$ cat src/rtl/rst_init_pkg.sv
package rst_init_pkg;

  typedef enum logic [2:0] {
    ST_IDLE,
    ST_STOP,
    ST_SR,
    ST_VBR,
    ST_SSP,
    ST_CACHE,
    ST_PC,
    ST_DONE
  } seq_state_e;

  localparam int SR_W = 16;
  localparam logic [SR_W-1:0] SR_KEEP_MASK = 16'h271F;
  localparam logic [SR_W-1:0] SR_FORCE_SET = 16'h2700;

  function automatic logic [SR_W-1:0] sr_on_reset(input logic [SR_W-1:0] cur);
    return (cur & SR_KEEP_MASK) | SR_FORCE_SET;
  endfunction

endpackage

$ cat src/rtl/rst_init_decode.sv
module rst_init_decode #(
  parameter int MODEL_W    = 3,
  parameter int NUM_MODELS = 4,
  parameter int CACHE_MIN  = 2
) (
  input  logic [MODEL_W-1:0] model_i,
  output logic               known_o,
  output logic               has_cache_o
);

  localparam int CODE_SPAN = 1 << MODEL_W;

  generate
    if (NUM_MODELS >= CODE_SPAN) begin : g_all_known
      assign known_o = 1'b1;
    end else begin : g_range
      assign known_o = (model_i < MODEL_W'(NUM_MODELS));
    end
  endgenerate

  assign has_cache_o = known_o && (model_i >= MODEL_W'(CACHE_MIN));

endmodule

$ cat src/rtl/rst_init_fsm.sv
module rst_init_fsm
  import rst_init_pkg::*;
(
  input  logic       clk,
  input  logic       rst_n,
  input  logic       req_i,
  input  logic       known_i,
  input  logic       has_cache_i,
  output seq_state_e state_o,
  output logic       accept_o
);

  seq_state_e state_q, state_d;
  logic       cache_q;

  assign accept_o = (state_q == ST_IDLE) && req_i;
  assign state_o  = state_q;

  always_comb begin
    state_d = state_q;
    unique case (state_q)
      ST_IDLE:  if (req_i) state_d = known_i ? ST_STOP : ST_DONE;
      ST_STOP:  state_d = ST_SR;
      ST_SR:    state_d = ST_VBR;
      ST_VBR:   state_d = ST_SSP;
      ST_SSP:   state_d = cache_q ? ST_CACHE : ST_PC;
      ST_CACHE: state_d = ST_PC;
      ST_PC:    state_d = ST_DONE;
      ST_DONE:  state_d = ST_IDLE;
      default:  state_d = ST_IDLE;
    endcase
  end

  always_ff @(posedge clk or negedge rst_n) begin
    if (!rst_n) begin
      state_q <= ST_IDLE;
      cache_q <= 1'b0;
    end else begin
      state_q <= state_d;
      if (accept_o) cache_q <= has_cache_i;
    end
  end

endmodule

$ cat src/rtl/rst_init_seq.sv
module rst_init_seq
  import rst_init_pkg::*;
#(
  parameter int MODEL_W    = 3,
  parameter int NUM_MODELS = 4,
  parameter int CACHE_MIN  = 2,
  parameter int AW         = 32,
  parameter int CW         = 32
) (
  input  logic               clk,
  input  logic               rst_n,
  input  logic               req_i,
  input  logic [MODEL_W-1:0] model_i,
  input  logic [SR_W-1:0]    sr_i,
  input  logic [AW-1:0]      init_sp_i,
  input  logic [AW-1:0]      init_pc_i,
  output logic               stop_clr_o,
  output logic               sr_we_o,
  output logic [SR_W-1:0]    sr_o,
  output logic               vbr_we_o,
  output logic [AW-1:0]      vbr_o,
  output logic               ssp_we_o,
  output logic [AW-1:0]      ssp_o,
  output logic               cache_we_o,
  output logic [CW-1:0]      cacr_o,
  output logic [AW-1:0]      caar_o,
  output logic               pc_we_o,
  output logic [AW-1:0]      pc_o,
  output logic               done_o
);

  logic            known, has_cache, accept;
  seq_state_e      state;
  logic [SR_W-1:0] sr_q;
  logic [AW-1:0]   sp_q, pc_q;

  rst_init_decode #(
    .MODEL_W   (MODEL_W),
    .NUM_MODELS(NUM_MODELS),
    .CACHE_MIN (CACHE_MIN)
  ) u_decode (
    .model_i    (model_i),
    .known_o    (known),
    .has_cache_o(has_cache)
  );

  rst_init_fsm u_fsm (
    .clk        (clk),
    .rst_n      (rst_n),
    .req_i      (req_i),
    .known_i    (known),
    .has_cache_i(has_cache),
    .state_o    (state),
    .accept_o   (accept)
  );

  always_ff @(posedge clk or negedge rst_n) begin
    if (!rst_n) begin
      sr_q <= '0;
      sp_q <= '0;
      pc_q <= '0;
    end else if (accept) begin
      sr_q <= sr_i;
      sp_q <= init_sp_i;
      pc_q <= init_pc_i;
    end
  end

  assign stop_clr_o = (state == ST_STOP);
  assign sr_we_o    = (state == ST_SR);
  assign vbr_we_o   = (state == ST_VBR);
  assign ssp_we_o   = (state == ST_SSP);
  assign cache_we_o = (state == ST_CACHE);
  assign pc_we_o    = (state == ST_PC);
  assign done_o     = (state == ST_DONE);

  assign sr_o   = sr_on_reset(sr_q);
  assign vbr_o  = '0;
  assign ssp_o  = sp_q;
  assign pc_o   = pc_q;
  assign cacr_o = '0;
  assign caar_o = '0;

endmodule

$ cat config.mk
export PLATFORM = sky130hd
export DESIGN_NAME = rst_init_seq
export DESIGN_NICKNAME = d
export VERILOG_FILES = /design/src/rtl/rst_init_pkg.sv /design/src/rtl/rst_init_decode.sv /design/src/rtl/rst_init_fsm.sv /design/src/rtl/rst_init_seq.sv
export SDC_FILE = /design/constraint.sdc
export NUM_CORES = 1
export LEC_CHECK = 0
export CELL_PAD_IN_SITES_DETAIL_PLACEMENT = 2
export CELL_PAD_IN_SITES_GLOBAL_PLACEMENT = 2
export CORE_MARGIN = 2
export CORE_UTILIZATION = 21
export CTS_CLUSTER_DIAMETER = 40
export DETAILED_ROUTE_END_ITERATION = 12
export MAX_ROUTING_LAYER = met4
export PLACE_DENSITY_LB_ADDON = 0.1
export SLEW_MARGIN = 20
export SYNTH_ARGS = -nofsm -noshare
export SYNTH_HDL_FRONTEND = slang
export SYNTH_SLANG_ARGS = --single-unit
$ cat constraint.sdc
create_clock -name clk -period 4.4 [get_ports clk]
set_input_delay 0.66 -clock clk [delete_from_list [all_inputs] [get_ports clk]]
set_output_delay 0.66 -clock clk [all_outputs]
set_load 0.005 [all_outputs]
==> results summary <==
The run finished with clean final reports. The area growth from synthesis to final layout came out at 42.5%. The die extent in y is 136 µm. The final number of setup-violating endpoints came out at 0.

The tool flagged a number of max-cap violations equal to 0. The vias per cell came out at 3.47. The global-route congestion overflow total is 0. The largest total area in the synthesized netlist belongs to sky130_fd_sc_hd__dfrtp_1.

The post-detailed-route DRC marker count is 0. Counting both buffers and inverters, the worst setup path holds a total of 2. After synthesis, the cell types taking the most area are sky130_fd_sc_hd__dfrtp_1 50%, sky130_fd_sc_hd__buf_4 22%, sky130_fd_sc_hd__mux2_2 20%. The share of the yosys chip area belonging to registers is 49.8%. Summing every instance area after synthesis gives 0.00367 mm². The number of hold-slack violations in the final timing report came out at 0.

The final-report max-slew violation count came out at 0. The post-route core utilization came out at 30.4%. The critical path in this run is classified as in -> reg. The CTS buffer count came out at 9. The worst relative slew slack is 33.8%. The final route contains 2296 vias. In this run the remaining antenna-violating nets after routing total 0. Summed over all nets, the half-perimeter wirelength after detailed placement is 6870 µm. The first global-routing pass estimated 13800 µm of wire.

The floorplan step defined a die boundary enclosing 0.0185 mm². The clock network latency to the later pin of the worst-skew pair is 330 ps. The required arrival time at the worst endpoint came out at 4620 ps.

The synthesized instance count is 282. The root buffer selected by CTS is sky130_fd_sc_hd__clkbuf_16. The deepest clock path buffer count came out at 2. In the layout the commonest cells are 148 x sky130_fd_sc_hd__clkdlybuf4s50_1, 107 x sky130_fd_sc_hd__conb_1, 73 x sky130_fd_sc_hd__dfrtp_1.

The slack of the worst reg-to-reg path is 2190 ps. The worst setup path is launched from an input pin. Buffers added to address setup during post-CTS repair amount to 0. The first-pass detailed-route iteration total is 4. Once the floorplan was initialized, standard cells occupied 21.4% of the core. For this run, the number of Yosys warnings is 0.

The number of distinct standard cells referenced by the synthesized netlist came out at 20. In this run the critical register-to-register path is launched from u_fsm.state_o[0]$_DFFE_PN0P_. The slowest stage of the critical path belongs to the cell sky130_fd_sc_hd__buf_4. In this run the worst path has a maximum fanout of 70. The actual transition at the worst max-transition pin is 992 ps. The detailed router finished its first iteration with 41 violations.

TritonCTS built the clock tree. The clock skew is 4.08 ps. The number of global-route vias before repair is 2371.

Traced cell by cell, the critical path runs through clkdlybuf4s50_1 > nor4b_4 > buf_4 > mux2_2. The H-tree generated during clock tree synthesis spans 3 levels. At the end of routability-driven placement, the weighted congestion stood at 0.647. The class of the tightest hold or removal check is in -> async.

The total of hold buffers inserted after clock tree synthesis is 0. The clock drives 73 sinks. The share of the clock period used by the worst path is 55.5%.

The highest clock frequency the design can meet came out at 0.409 GHz. Subtracting the final worst setup slack from the clock period gives 2440 ps. The maximum VDD drop came out at 174 µV. Entering global routing, the biggest net connects 74 pins. In this run the static leakage power is 2.28 nW.

The net count of the finished layout came out at 517. The cell area power density came out at 621 mW/mm². Of the cells placed in the final design, the portion with a size suffix greater than 1 is 18.8%.

Data on the critical path arrives at its endpoint at 2660 ps. The number of top-level pins is 269. In this run the horizontal extent of the chip is 136 µm. The routed design has 9590 µm of wire. The kind of cell with the highest combined delay along the critical path is buffers and inverters.

The core area is 0.0172 mm². The total negative slack is 0 ps. Each instance of the synthesized netlist takes up on average 13.0 µm².

Post-CTS repair changed the size of 0 cells. The global router's overall resource usage is 10.4%. Setup repair after global routing left no endpoint under its margin. For this run, the slowest stage of the critical path takes 720 ps. The routed wirelength normalized by instance count is 14.5 µm. The clock-pin slew on the worst setup and hold paths came out at 60 ps.

The most critical setup path has its startpoint at req_i. The synthesized flop and latch total came out at 73. The number of placement rows came out at 48. The initial antenna violation count came to 1. The top cell type's share of synthesized area came out at 49.8%. The library cell used most frequently in the layout, excluding fill and tap cells, is sky130_fd_sc_hd__clkdlybuf4s50_1.

The number of buffers inserted by port buffering came out at 149. The worst setup path is captured at a flip-flop.
## power by group
part,switching [mW],total [mW],internal (mW)
combinational,0.408,1.35,0.939
sequential,0.206,1.22,1.01
clock,0.289,0.684,0.395
## worst reg2reg max path, cell delays in order (launching register included)
cell and delay, ps:
sky130_fd_sc_hd__dfrtp_1 510, sky130_fd_sc_hd__nor4b_4 320, sky130_fd_sc_hd__buf_4 720, sky130_fd_sc_hd__mux2_2 550
## stage by stage
stage / setup slack [ps] / power (mW) / instances / cell area [µm²] / hold slack (ps)
finish: 1960 / 3.25 / 662 / 5230 / 362
global route: 1830 / 3.49 / 662 / 5230 / 412
CTS: 1930 / 3.34 / 661 / 5220 / 492
detailed placement: 1580 / 2.61 / 645 / 4950 / 478
global placement: 1580 / 2.57 / 645 / 4950 / 469
floorplan: 2640 / 1.78 / 387 / 4060 / 364
## sequential cells by signal, indices dropped and copies added, names as in the netlist
signal and flops:
u_fsm.state_o 3, sr_q 5, pc_o 32, u_fsm.cache_q 1, ssp_o 32
## area by class of cell
cell class	instances	area [µm²]
Antenna cell	1	2.50
Clock buffer	11	243
Clock inverter	5	31.3
Sequential cell	73	1830
Timing Repair Buffer	150	1500
Fill cell	1874	11900
Multi-Input combinational cell	197	1340
Tap cell	225	282
## metal layers
layer | global-route usage (%) | part of all wire, % | vias to the layer above
met5 | - | 0 | -
met1 | 11.7 | 39 | 1130
li1 | - | - | 1022
met4 | 4.28 | 2.0 | 0
met2 | 17.1 | 51 | 135
met3 | 3.32 | 7.9 | 9
## Yosys cell counts, drive strengths merged
| cell | count |
|---|---|
| buf | 114 |
| dfrtp | 73 |
| mux2 | 70 |
| and2 | 3 |
| and3b | 3 |
| clkbuf | 3 |
| a21oi | 2 |
| conb | 2 |
| nand2b | 2 |
| nor3b | 2 |
| a211o | 1 |
| a21boi | 1 |
| a31oi | 1 |
| and3 | 1 |
| nand3b | 1 |
| nor2 | 1 |
| nor2b | 1 |
| nor4b | 1 |
## final timing paths
check                      depth (start not counted)                    to
setup / recovery                                   4   pc_o[5]$_DFFE_PN0P_
hold / removal                                     1   pc_o[7]$_DFFE_PN0P_
setup reg to reg                                   3   pc_o[5]$_DFFE_PN0P_
hold reg to reg                                    1  ssp_o[5]$_DFFE_PN0P_
max in group asynchronous                          1  pc_o[10]$_DFFE_PN0P_
min in group clk                                   1  ssp_o[5]$_DFFE_PN0P_
## cell families after synthesis
family                 synth area share (%)
buffers and inverters                  24.4
flip-flops                             49.8
multiplexers                           21.5
AND/OR/NAND/NOR                        3.27
AO/OA/AOI/OAI                         0.887
other                                 0.205
(Power assumes the default switching activity.)
